`src/rtl/sdram_init_pkg.sv`:
```
package sdram_init_pkg;

    typedef enum logic [1:0] {
        CMD_NOP,
        CMD_PRECHARGE,
        CMD_LOAD_MODE,
        CMD_REFRESH
    } sdi_cmd_e;

    typedef enum logic [2:0] {
        ST_PAUSE,
        ST_PRECHARGE,
        ST_WAIT_RP,
        ST_LOAD_MODE,
        ST_WAIT_RSC,
        ST_REFRESH,
        ST_WAIT_RC,
        ST_READY
    } sdi_state_e;

    typedef struct packed {
        logic cs_n;
        logic ras_n;
        logic cas_n;
        logic we_n;
    } sdi_pins_t;

endpackage

```
`src/rtl/sdram_init_timer.sv`:
```
module sdram_init_timer #(
    parameter int W       = 16,
    parameter int RST_VAL = 10
) (
    input  logic         clk,
    input  logic         rst,
    input  logic         load,
    input  logic [W-1:0] load_val,
    output logic         expired
);
    logic [W-1:0] count_q;

    always_ff @(posedge clk) begin
        if (rst) begin
            count_q <= W'(RST_VAL);
        end else if (load) begin
            count_q <= load_val;
        end else if (count_q != '0) begin
            count_q <= count_q - 1'b1;
        end
    end

    assign expired = (count_q == '0);

    // support: a loaded gap appears in the counter on the next cycle
    p_load_takes_r5: assert property (@(posedge clk) disable iff (rst)
        load |=> (count_q == $past(load_val)));

    // support: the counter never wraps below zero
    p_no_wrap_r2: assert property (@(posedge clk) disable iff (rst)
        (!load && expired) |=> expired);

endmodule

```
`src/rtl/sdram_init_cmd_enc.sv`:
```
module sdram_init_cmd_enc
    import sdram_init_pkg::*;
(
    input  sdi_cmd_e  cmd,
    output sdi_pins_t pins
);
    always_comb begin
        unique case (cmd)
            CMD_NOP:       pins = '{cs_n: 1'b0, ras_n: 1'b1, cas_n: 1'b1, we_n: 1'b1};
            CMD_PRECHARGE: pins = '{cs_n: 1'b0, ras_n: 1'b0, cas_n: 1'b1, we_n: 1'b0};
            CMD_LOAD_MODE: pins = '{cs_n: 1'b0, ras_n: 1'b0, cas_n: 1'b0, we_n: 1'b0};
            CMD_REFRESH:   pins = '{cs_n: 1'b0, ras_n: 1'b0, cas_n: 1'b0, we_n: 1'b1};
            default:       pins = '{cs_n: 1'b1, ras_n: 1'b1, cas_n: 1'b1, we_n: 1'b1};
        endcase
    end
endmodule

```
`src/rtl/sdram_init_seq.sv`:
```
module sdram_init_seq
    import sdram_init_pkg::*;
#(
    parameter int CLK_MHZ  = 100,
    parameter int PAUSE_US = 200,
    parameter int TRP      = 3,
    parameter int TRSC     = 2,
    parameter int TRC      = 7,
    parameter int NREF     = 8,
    parameter int ADDR_W   = 12,
    parameter int BA_W     = 2,
    parameter int DQM_W    = 2,
    parameter int AP_BIT   = 10
) (
    input  logic              clk,
    input  logic              rst,
    input  logic [ADDR_W-1:0] mode_word,
    output logic              sd_cs_n,
    output logic              sd_ras_n,
    output logic              sd_cas_n,
    output logic              sd_we_n,
    output logic              sd_cke,
    output logic [DQM_W-1:0]  sd_dqm,
    output logic [BA_W-1:0]   sd_ba,
    output logic [ADDR_W-1:0] sd_addr,
    output logic              init_done
);
    localparam int PAUSE_CYC = CLK_MHZ * PAUSE_US;
    localparam int GAP_MAX   = (TRP > TRSC) ? ((TRP > TRC) ? TRP : TRC)
                                            : ((TRSC > TRC) ? TRSC : TRC);
    localparam int CNT_MAX   = (PAUSE_CYC > GAP_MAX) ? PAUSE_CYC : GAP_MAX;
    localparam int TW        = $clog2(CNT_MAX + 1);
    localparam int RW        = $clog2(NREF + 1);

    sdi_state_e     state_q, state_d;
    logic [RW-1:0]  ref_cnt_q;
    logic           cke_q;
    logic           tmr_load;
    logic [TW-1:0]  tmr_val;
    logic           tmr_done;
    sdi_cmd_e       cmd;
    sdi_pins_t      pins;

    sdram_init_timer #(.W(TW), .RST_VAL(PAUSE_CYC - 1)) u_timer (
        .clk      (clk),
        .rst      (rst),
        .load     (tmr_load),
        .load_val (tmr_val),
        .expired  (tmr_done)
    );

    sdram_init_cmd_enc u_enc (
        .cmd  (cmd),
        .pins (pins)
    );

    // Next state and timer loading
    always_comb begin
        state_d  = state_q;
        tmr_load = 1'b0;
        tmr_val  = '0;
        unique case (state_q)
            ST_PAUSE:     if (tmr_done) state_d = ST_PRECHARGE;
            ST_PRECHARGE: begin
                state_d  = ST_WAIT_RP;
                tmr_load = 1'b1;
                tmr_val  = TW'(TRP - 2);
            end
            ST_WAIT_RP:   if (tmr_done) state_d = ST_LOAD_MODE;
            ST_LOAD_MODE: begin
                state_d  = ST_WAIT_RSC;
                tmr_load = 1'b1;
                tmr_val  = TW'(TRSC - 2);
            end
            ST_WAIT_RSC:  if (tmr_done) state_d = ST_REFRESH;
            ST_REFRESH: begin
                state_d  = ST_WAIT_RC;
                tmr_load = 1'b1;
                tmr_val  = TW'(TRC - 2);
            end
            ST_WAIT_RC: begin
                if (tmr_done) begin
                    state_d = (ref_cnt_q == RW'(NREF)) ? ST_READY : ST_REFRESH;
                end
            end
            ST_READY:     state_d = ST_READY;
            default:      state_d = ST_PAUSE;
        endcase
    end

    // State register, refresh counter, clock enable
    always_ff @(posedge clk) begin
        if (rst) begin
            state_q   <= ST_PAUSE;
            ref_cnt_q <= '0;
            cke_q     <= 1'b0;
        end else begin
            state_q <= state_d;
            cke_q   <= 1'b1;
            if (state_q == ST_REFRESH) ref_cnt_q <= ref_cnt_q + 1'b1;
        end
    end

    // Outputs
    always_comb begin
        cmd     = CMD_NOP;
        sd_addr = '0;
        sd_ba   = '0;
        unique case (state_q)
            ST_PRECHARGE: begin
                cmd             = CMD_PRECHARGE;
                sd_addr[AP_BIT] = 1'b1;
            end
            ST_LOAD_MODE: begin
                cmd     = CMD_LOAD_MODE;
                sd_addr = mode_word;
            end
            ST_REFRESH:   cmd = CMD_REFRESH;
            default:      cmd = CMD_NOP;
        endcase
    end

    assign sd_cs_n   = pins.cs_n;
    assign sd_ras_n  = pins.ras_n;
    assign sd_cas_n  = pins.cas_n;
    assign sd_we_n   = pins.we_n;
    assign sd_cke    = cke_q;
    assign init_done = (state_q == ST_READY);
    assign sd_dqm    = {DQM_W{~init_done}};

    // no real command while pausing
    p_nop_in_pause_r2: assert property (@(posedge clk) disable iff (rst)
        (state_q == ST_PAUSE) |-> (!sd_cs_n && sd_ras_n && sd_cas_n && sd_we_n));

    // clock enable high for a cycle before the mode load
    p_cke_before_mode_r4: assert property (@(posedge clk) disable iff (rst)
        (!sd_cs_n && !sd_ras_n && !sd_cas_n && !sd_we_n) |-> (sd_cke && $past(sd_cke)));

    // never more refreshes than asked for
    p_ref_bound_r5: assert property (@(posedge clk) disable iff (rst)
        ref_cnt_q <= RW'(NREF));

    // ready is sticky
    p_ready_sticky_r7: assert property (@(posedge clk) disable iff (rst)
        init_done |=> init_done);

    // ready only after all refreshes
    p_ready_after_refs_r7: assert property (@(posedge clk) disable iff (rst)
        $rose(init_done) |-> (ref_cnt_q == RW'(NREF)));

endmodule

```
`config.mk`:
```
export PLATFORM = sky130hd
export DESIGN_NAME = sdram_init_seq
export DESIGN_NICKNAME = d
export VERILOG_FILES = /design/src/rtl/sdram_init_pkg.sv /design/src/rtl/sdram_init_timer.sv /design/src/rtl/sdram_init_cmd_enc.sv /design/src/rtl/sdram_init_seq.sv
export SDC_FILE = /design/constraint.sdc
export NUM_CORES = 1
export LEC_CHECK = 0
export BUFFER_PORTS_ARGS = -buffer_cell sky130_fd_sc_hd__buf_2
export CAP_MARGIN = 0
export CORE_MARGIN = 4
export CORE_UTILIZATION = 50
export DETAILED_ROUTE_END_ITERATION = 8
export PLACE_DENSITY = 0.88
export SETUP_SLACK_MARGIN = 0.4
export SYNTH_ARGS = -nofsm -noshare
export SYNTH_HDL_FRONTEND = slang
export SYNTH_SLANG_ARGS = --single-unit
```
`constraint.sdc`:
```
create_clock -name clk -period 3.08 [get_ports clk]
set_input_delay 0 -clock clk [delete_from_list [all_inputs] [get_ports clk]]
set_output_delay 0 -clock clk [all_outputs]
set_load 0.005 [all_outputs]
```
# == Yosys cells after proc, flatten, opt, wreduce, memory -nomap -nowiden ==
# Index checks and enable logic that the tools add are counted.
# op_classes
bitwise,1
addsub,2
reduce_logical,7
n_mux,16
n_eq_ne,15
# op_table
op,n
15-bit 2-to-1 mux,2
3-bit case mux with 8 select lines,1
4-bit case mux with 4 select lines,1
15-bit logical NOT,1
15-bit nonzero test,1
"15-bit by 1-bit subtractor with 15-bit output, second input constant",1
"3-bit equality test, second input constant",4
3-bit 2-to-1 mux,4
10-bit 2-to-1 mux,1
"2-bit != test, second input constant",4
"3-bit by 2-bit equality test with 1-bit output, second input constant",2
2-bit case mux with 3 select lines,1
3-bit case mux with 2 select lines,1
"4-bit by 1-bit adder with 4-bit output, second input constant",1
"2-bit equality test, second input constant",2
"4-bit equality test, second input constant",1
4-bit AND reduction,1
"3-bit by 1-bit equality test with 1-bit output, second input constant",1
3-bit logical NOT,1
1-bit 2-to-1 mux,3
3-bit OR reduction,1
"2-bit by 1-bit equality test with 1-bit output, second input constant",1
2-bit logical NOT,1
2-bit 2-to-1 mux,1
other kinds (3),3
# word_totals
regBits,23
wordCells,45
out_inout_bits,22
in_bits,14

# == Depth between registers and ports, before layout ==
# Gate-level depths: netlist of run 1.
# logic_depth
word_depth,4
depth_mapped,7
ltp_nobuf,6

# == Cells and area by module ==
# Synthesis of run 1 repeated with hierarchy kept, for this count alone.
# hier_totals
hier_cells,184
area_unflattened_um2,1465.2
# modules_own_cells
mod,cells_each,n_inst,area_each_um2,seq_area_each_um2
sdram_init_timer,110,1,878.3,300.3
sdram_init_seq,66,1,533.0,160.2
sdram_init_cmd_enc,8,1,53.8,0.0

# == Least setup slack after synthesis of run 1 ==
# No wires, ideal clock.
# synth_timing
kind,reg2reg
startpoint,register u_timer.count_q[0]
endpoint,register u_timer.count_q[5]
n_path_buf,0
arrival_time_ns,1.555
path_slack_ns,1.405
stages_incl_launch_ff,7
path_cell_list,dfxtp_1 inv_1 ha_1 or4b_2 nor4_2 or4_1 nand2_1
# synth_between
elab_chain_len,3
word_cells_on_any_way,5
# synth_rtl
element,line,rtl
start: declaration,sdram_init_timer.sv:11,logic [W-1:0] count_q;
start signal: assignment,sdram_init_timer.sv:15,count_q <= W'(RST_VAL);
start signal: assignment,sdram_init_timer.sv:17,count_q <= load_val;
start signal: assignment,sdram_init_timer.sv:19,count_q <= count_q - 1'b1;
15-bit by 1-bit subtractor with 15-bit output,sdram_init_timer.sv:19,
15-bit 2-to-1 mux,sdram_init_timer.sv:18,end else if (count_q != '0) begin
15-bit 2-to-1 mux,sdram_init_timer.sv:16,end else if (load) begin
# Several ways; a longest one is shown, not always the timed one. The select of a mux whose other input is x is not followed.
# A chain may end at the register's enable or synchronous reset.

# == Final worst setup path of run 1 ==
# layout_timing
startpoint,register state_q[0]
endpoint,output port sd_we_n
# layout_between
elab_chain_len,4
word_cells_on_any_way,9
# layout_rtl
element,line,rtl
start: declaration,sdram_init_seq.sv:35,"sdi_state_e state_q, state_d;"
start signal: assignment,sdram_init_seq.sv:98,state_q <= state_d;
3-bit equality test (tied with other cells),sdram_init_seq.sv:109,unique case (state_q)
2-bit case mux with 3 select lines (*),sdram_init_seq.sv:109,
2-bit equality test (tied with other cells),sdram_init_cmd_enc.sv:8,unique case (cmd)
4-bit case mux with 4 select lines (*),sdram_init_cmd_enc.sv:8,
end: declaration,sdram_init_seq.sv:21,"output logic sd_we_n,"
# Every way passes the cells marked *; elsewhere a longest branch is shown, timed or not. The select of a mux whose other input is x is not followed.

==> results.sh, run 1 <==
export IMPL_drt_initial_drc_count=58
export IMPL_grt_pass1_vias=1149
export IMPL_worstSetupEndpoint="sd_we_n"
export IMPL_final_max_slew_viol_count=0
export IMPL_crit_type="reg2out"
export IMPL_maxCapViolCount=0
export IMPL_cts_root_buf="clkbuf_4"
export IMPL_clockBufferDepth=2
export IMPL_slew_headroom=0.561
export IMPL_min_period_ps=1940
export IMPL_cp_depth=6
export IMPL_syn_cell_area_sq_mm=0.00133
export IMPL_cp_common_cell="nor2_1"
export IMPL_dp_cells=216
export IMPL_ys_types=45
export IMPL_setup_tns_ps=0
export IMPL_grt_max_degree=16
export IMPL_cts_made_buffers=3
export IMPL_ys_ff_latch=23
export IMPL_cts_resized=0
export IMPL_crit_fanout=14
export IMPL_core_area_sq_mm=0.00250
export IMPL_cp_cell_sequence="nand2_1 > nor2_1 > nor2_1 > ha_1 > inv_1 > buf_2"
export IMPL_gp_congestion=0.822
export IMPL_post_drt_wl_per_cell_um=12.9
export IMPL_rr_startpoint="u_timer.count_q[0]"
export IMPL_cp_end_kind="output port"
export IMPL_crit_buf_inv=2
export IMPL_tightest_slew_ps=657
export IMPL_post_route_drc_count=0
export IMPL_ys_seq_area_frac=0.347
export IMPL_path_clk_slew_ps=130
export IMPL_worstHoldStart="rst"
export IMPL_drive_above_1_share=0.232
export IMPL_reg2reg_depth=6
export IMPL_status="complete, no violations"
export IMPL_die_h_um=59.5
export IMPL_chipWidth_um=59.5
export IMPL_finalPower_uw=477
export IMPL_synth_warnings=0
export IMPL_final_nets=209
export IMPL_ios=36
export IMPL_via_per_inst=5.60
export IMPL_postCtsHoldBufs=0
export IMPL_stdcell_count=220
export IMPL_post_dp_cell_area_sq_mm=0.00147
export IMPL_hold_viol=0
export IMPL_fin_area_sq_mm=0.00150
export IMPL_via_count=1233
export IMPL_n_fill_cell=234
export IMPL_cp_required_ps=3080
export IMPL_antenna_found_initial=0
export IMPL_insertion_delay_ps=320
export IMPL_hp_class="in2reg"
export IMPL_cts_htree_levels=1
export IMPL_synth_area_per_cell_sq_um=8.13
export IMPL_dr_pass1_iters=4
export IMPL_initial_core_util=0.530
export IMPL_cts_tree="yes"
export IMPL_critPathTopFamily="simple AND/OR/NAND/NOR gates"
export IMPL_start_kind="flip-flop"
export IMPL_drt_total_wl_um=2840
export IMPL_async_flop_share=0
export IMPL_finClkSkew_ps=3.50
export IMPL_grt_usage=0.183
export IMPL_timing_hold_ws_ps=17.9
export IMPL_peakVddDrop_v=0.000202
export IMPL_io_buffers=32
export IMPL_slowest_delay_ps=500
export IMPL_areaGrowthSynthToFinish_pct=13.2
export IMPL_post_cts_repair_setup_buffers=0
export IMPL_dp_final_hpwl_um=2110
export IMPL_synthFlopType="dfxtp_1"
export IMPL_gr_total_overflow=0
export IMPL_die_area_sq_mm=0.00354
export IMPL_placementRows=18
export IMPL_power_density_mw_per_mm2=318
export IMPL_cts_sinks=23
export IMPL_crit_start="state_q[0]"
export IMPL_slowest_stage="dfxtp_1"
export IMPL_syn_inst=163
export IMPL_antenna_cells=0
export IMPL_cp_arrival_ps=1940
export IMPL_leakage_uw=0.000647
export IMPL_whs_path_depth=2
export IMPL_reg2reg_slack_ps=1250
export IMPL_setup_viol=0
export IMPL_rsz0062_at_grt="no"
export IMPL_r2r_end="u_timer.count_q[5]"
export IMPL_drtAntennaViolNets=0
export IMPL_grt_pass1_wl_um=4900
export IMPL_synth_edf_count=0
export IMPL_period_share=0.629
export IMPL_fmax_ghz=0.516
==> worst register-to-register path: stages, from the launching register on <==
cell and delay (ps):
dfxtp_1 340, inv_1 90, ha_1 240, or4b_2 610, nor4_2 240, or4_1 160
nand2_1 50
==> flip-flops by register name, summed over array words and instances (netlist names) <==
signal and count:
sd_cke 1, state_q 3, u_timer.count_q 15, ref_cnt_q 4
==> worst min path at each step <==
stage	to	slack, ps
3_3_place_gp	sd_addr[8]	270
5_1_grt	ref_cnt_q[3]	20
3_5_place_dp	sd_addr[8]	270
4_1_cts	state_q[2]	10
6_report	ref_cnt_q[3]	20
2_1_floorplan	sd_addr[10]	90
==> report_power, final <==
group,internal [uW],total (uW),switching [uW]
sequential,301,304,2.67
combinational,13.9,29.6,15.7
clock,48.7,144,94.8
==> metal layers <==
layer	vias to the layer above	track usage	part of all wire
li1	625	-	-
met1	554	0.236	0.46
met2	48	0.292	0.45
met3	6	0.0349	0.070
met4	0	0.0874	0.021
met5	-	0	0
==> stage by stage <==
stage | utilization | setup slack, ps
floorplan | - | 1400
global placement | 0.589 | 1350
detailed placement | 0.589 | 1290
CTS | 0.600 | 1090
global route | 0.600 | 855
finish | 0.600 | 1140
==> layout by cell type, fill, tap and decap left out, types with 3 or more instances in the layout <==
master / netlist / final
buf_2: 1 / 32
dfxtp_1: 23 / 23
nand2_1: 13 / 13
nor2_1: 13 / 13
and2_1: 11 / 11
inv_1: 10 / 10
a21oi_1: 9 / 9
nand3_1: 6 / 6
or3_1: 6 / 6
o21ai_0: 6 / 6
ha_1: 4 / 4
nand2b_1: 3 / 3
nor3_1: 3 / 3
nand3b_1: 3 / 3
a31oi_1: 3 / 3
conb_1: 1 / 3
clkbuf_4: 0 / 3
==> area by class of cell <==
cell class,count,area (sq um),area share
Timing Repair Buffer,32,160,0.107
Sequential cell,23,460,0.307
Clock buffer,3,22.5,0.0150
Multi-Input combinational cell,121,777,0.518
Tap cell,30,37.5,0.0250
Clock inverter,1,5.00,0.00334
Inverter,10,37.5,0.0250
==> cells by family (layout without fill, tap and decap cells) <==
| group | after synthesis | count (layout) | synth area share |
|---|---|---|---|
| DFF | 23 | 23 | 0.347 |
| buffers and inverters | 21 | 46 | 0.0718 |
| muxes | 2 | 2 | 0.0151 |
| xor gates and xnor gates | 4 | 4 | 0.0264 |
| and+or+nand+nor | 74 | 74 | 0.328 |
| AOI/OAI and AO/OA | 34 | 34 | 0.171 |
| adders and majority gates | 4 | 4 | 0.0378 |
| other | 1 | 3 | 0.00283 |
==> cell usage after synthesis, types with 2 or more instances <==
master | n | area (sq um)
a21o_1 | 2 | 15.0
a21oi_1 | 9 | 45.0
a31oi_1 | 3 | 18.8
and2_1 | 11 | 68.8
buf_4 | 4 | 30.0
clkbuf_1 | 6 | 22.5
dfxtp_1 | 23 | 460
ha_1 | 4 | 50.1
inv_1 | 10 | 37.5
mux2i_1 | 2 | 20.0
nand2_1 | 13 | 48.8
nand2b_1 | 3 | 18.8
nand3_1 | 6 | 30.0
nand3b_1 | 3 | 22.5
nand4_1 | 2 | 12.5
nor2_1 | 13 | 48.8
nor3_1 | 3 | 15.0
nor4_1 | 2 | 12.5
nor4_2 | 2 | 25.0
o211ai_1 | 2 | 15.0
o21a_1 | 2 | 15.0
o21ai_0 | 6 | 30.0
o31ai_1 | 2 | 15.0
or3_1 | 6 | 37.5
or4_4 | 2 | 22.5
xnor2_1 | 2 | 17.5
xor2_1 | 2 | 17.5
Note: power is estimated with default switching activity, not from simulation.
==> run 2: changes to the inputs <==
- CORE_UTILIZATION: 50 -> 46
- PLACE_DENSITY: 0.88 -> 0.85
- clock period: 3.08 -> 1.6 ns (I/O delays scaled with it)
==> results.sh, run 2 (synthesis gave the netlist of run 1 again) <==
export IMPL_grt_pass1_vias=1413
export IMPL_setup_viol=1
export IMPL_cts_tree="yes"
export IMPL_status="finished with violations"
export IMPL_grt_use_met2=0.374
export IMPL_fmax_ghz=0.625
export IMPL_post_route_drc_count=0
export IMPL_drt_initial_drc_count=91
export IMPL_core_area_sq_mm=0.00276
export IMPL_reg_largest_list="u_timer.count_q: 15 flops, ref_cnt_q: 4 flops, state_q: 3 flops"
export IMPL_insertion_delay_ps=320
export IMPL_antenna_cells=0
export IMPL_placementRows=19
export IMPL_via_per_inst=5.77
export IMPL_period_share=1.00
export IMPL_slowest_stage="or4_4"
export IMPL_hp_class="in2reg"
export IMPL_power_density_mw_per_mm2=450
export IMPL_dp_final_hpwl_um=2380
export IMPL_crit_fanout=4
export IMPL_met3_usage=0.0545
export IMPL_stdcell_count=250
export IMPL_cts_sinks=23
export IMPL_dp_cells=232
export IMPL_peakVddDrop_v=0.000469
export IMPL_cts_root_buf="clkbuf_4"
export IMPL_die_area_sq_mm=0.00380
export IMPL_clockBufferDepth=2
export IMPL_maxCapViolCount=0
export IMPL_cp_cell_sequence="or4_4 > or3_4 > o211ai_2 > nand3_1"
export IMPL_slowest_delay_ps=580
export IMPL_path_clk_slew_ps=130
export IMPL_final_max_slew_viol_count=0
export IMPL_io_buffers=32
export IMPL_min_period_ps=1600
export IMPL_setup_slack_ps=-0.236
export IMPL_cts_made_buffers=3
export IMPL_setup_tns_ps=-0.236
export IMPL_grt_usage=0.207
export IMPL_pre_cts_slack_ps=-9.31
export IMPL_cp_end_kind="flip-flop"
export IMPL_areaGrowthSynthToFinish_pct=57.2
export IMPL_cts_htree_levels=1
export IMPL_grt_pass1_wl_um=5920
export IMPL_final_nets=238
export IMPL_finClkSkew_ps=6.81
export IMPL_dr_pass1_iters=4
export IMPL_drt_total_wl_um=4110
export IMPL_grt_max_degree=15
export IMPL_gp_congestion=0.851
export IMPL_ios=36
export IMPL_gr_total_overflow=0
export IMPL_final_cell_mix="23 x buf_6, 20 x buf_4, 17 x buf_2, 13 x dfxtp_1"
export IMPL_drtAntennaViolNets=0
export IMPL_crit_type="reg2reg"
export IMPL_largest_reg_flops=15
export IMPL_drive_above_1_share=0.575
export IMPL_rsz0062_at_grt="yes"
export IMPL_grt_use_met1=0.230
export IMPL_leakage_uw=0.000874
export IMPL_grt_busiest_layer="met2"
export IMPL_die_h_um=61.7
export IMPL_post_drt_wl_per_cell_um=16.4
export IMPL_postCtsHoldBufs=0
export IMPL_via_count=1443
export IMPL_final_common_cell="buf_6"
export IMPL_regMostFlops="u_timer.count_q"
export IMPL_chipWidth_um=61.7
export IMPL_cp_required_ps=1820
export IMPL_start_kind="flip-flop"
export IMPL_initial_core_util=0.480
export IMPL_hold_viol=0
export IMPL_violations="setup timing"
export IMPL_antenna_found_initial=0
export IMPL_cp_arrival_ps=1820
run 2: routing by layer:
| metal | share of wire | up-vias |
|---|---|---|
| li1 | - | 688 |
| met1 | 0.38 | 689 |
| met2 | 0.54 | 60 |
| met3 | 0.068 | 6 |
| met4 | 0.0075 | 0 |
| met5 | 0 | - |
run 2: timing repair:
item / 4_1_cts / 5_1_grt
endpoints found under the setup margin: 34 / 37
pin swaps: 13 / 14
cloned: 1 / 0
setup buffers: 9 / 4
gates resized for setup: 37 / 48
run 2: layout make-up:
class	count	area (sq um)
well taps	31	38.8
repair buffers	61	509
clock buffers	3	22.5
inverters	10	37.5
multi-input cells	121	990
clock inverters	1	5.00
flip-flops and latches	23	480
fillers	166	674
run 2: path summary, 6_finish.rpt:
| path | startpoint | end | slack, ps | cells past startpoint |
|---|---|---|---|---|
| max | u_timer.count_q[6] | u_timer.count_q[11] | -0.2 | 4 |
| min | rst | sd_cke | 10 | 3 |
| max reg2reg | u_timer.count_q[6] | u_timer.count_q[11] | -0.2 | 4 |
| min reg2reg | ref_cnt_q[3] | ref_cnt_q[3] | 540 | 2 |
run 2: worst max-delay path: cells and delay by family (launching register included):
kind / cells / cell delay (ps)
compound gates: 1 / 130
flops: 1 / 370
simple gates: 3 / 1010
run 2: per-stage QoR:
stage	util	area [sq um]	hold WS (ps)	power (uW)
after floorplan	-	1390	93.7	636
after global placement	0.590	1630	267	662
after detailed placement	0.590	1630	271	664
after CTS	0.668	1840	13.5	935
after global routing	0.755	2080	7.51	980
final	0.755	2080	14.9	938
run 2: report_power, final:
group | switching [uW] | internal [uW]
Combinational | 41.8 | 39.6
Clock | 182 | 93.5
Sequential | 4.79 | 576
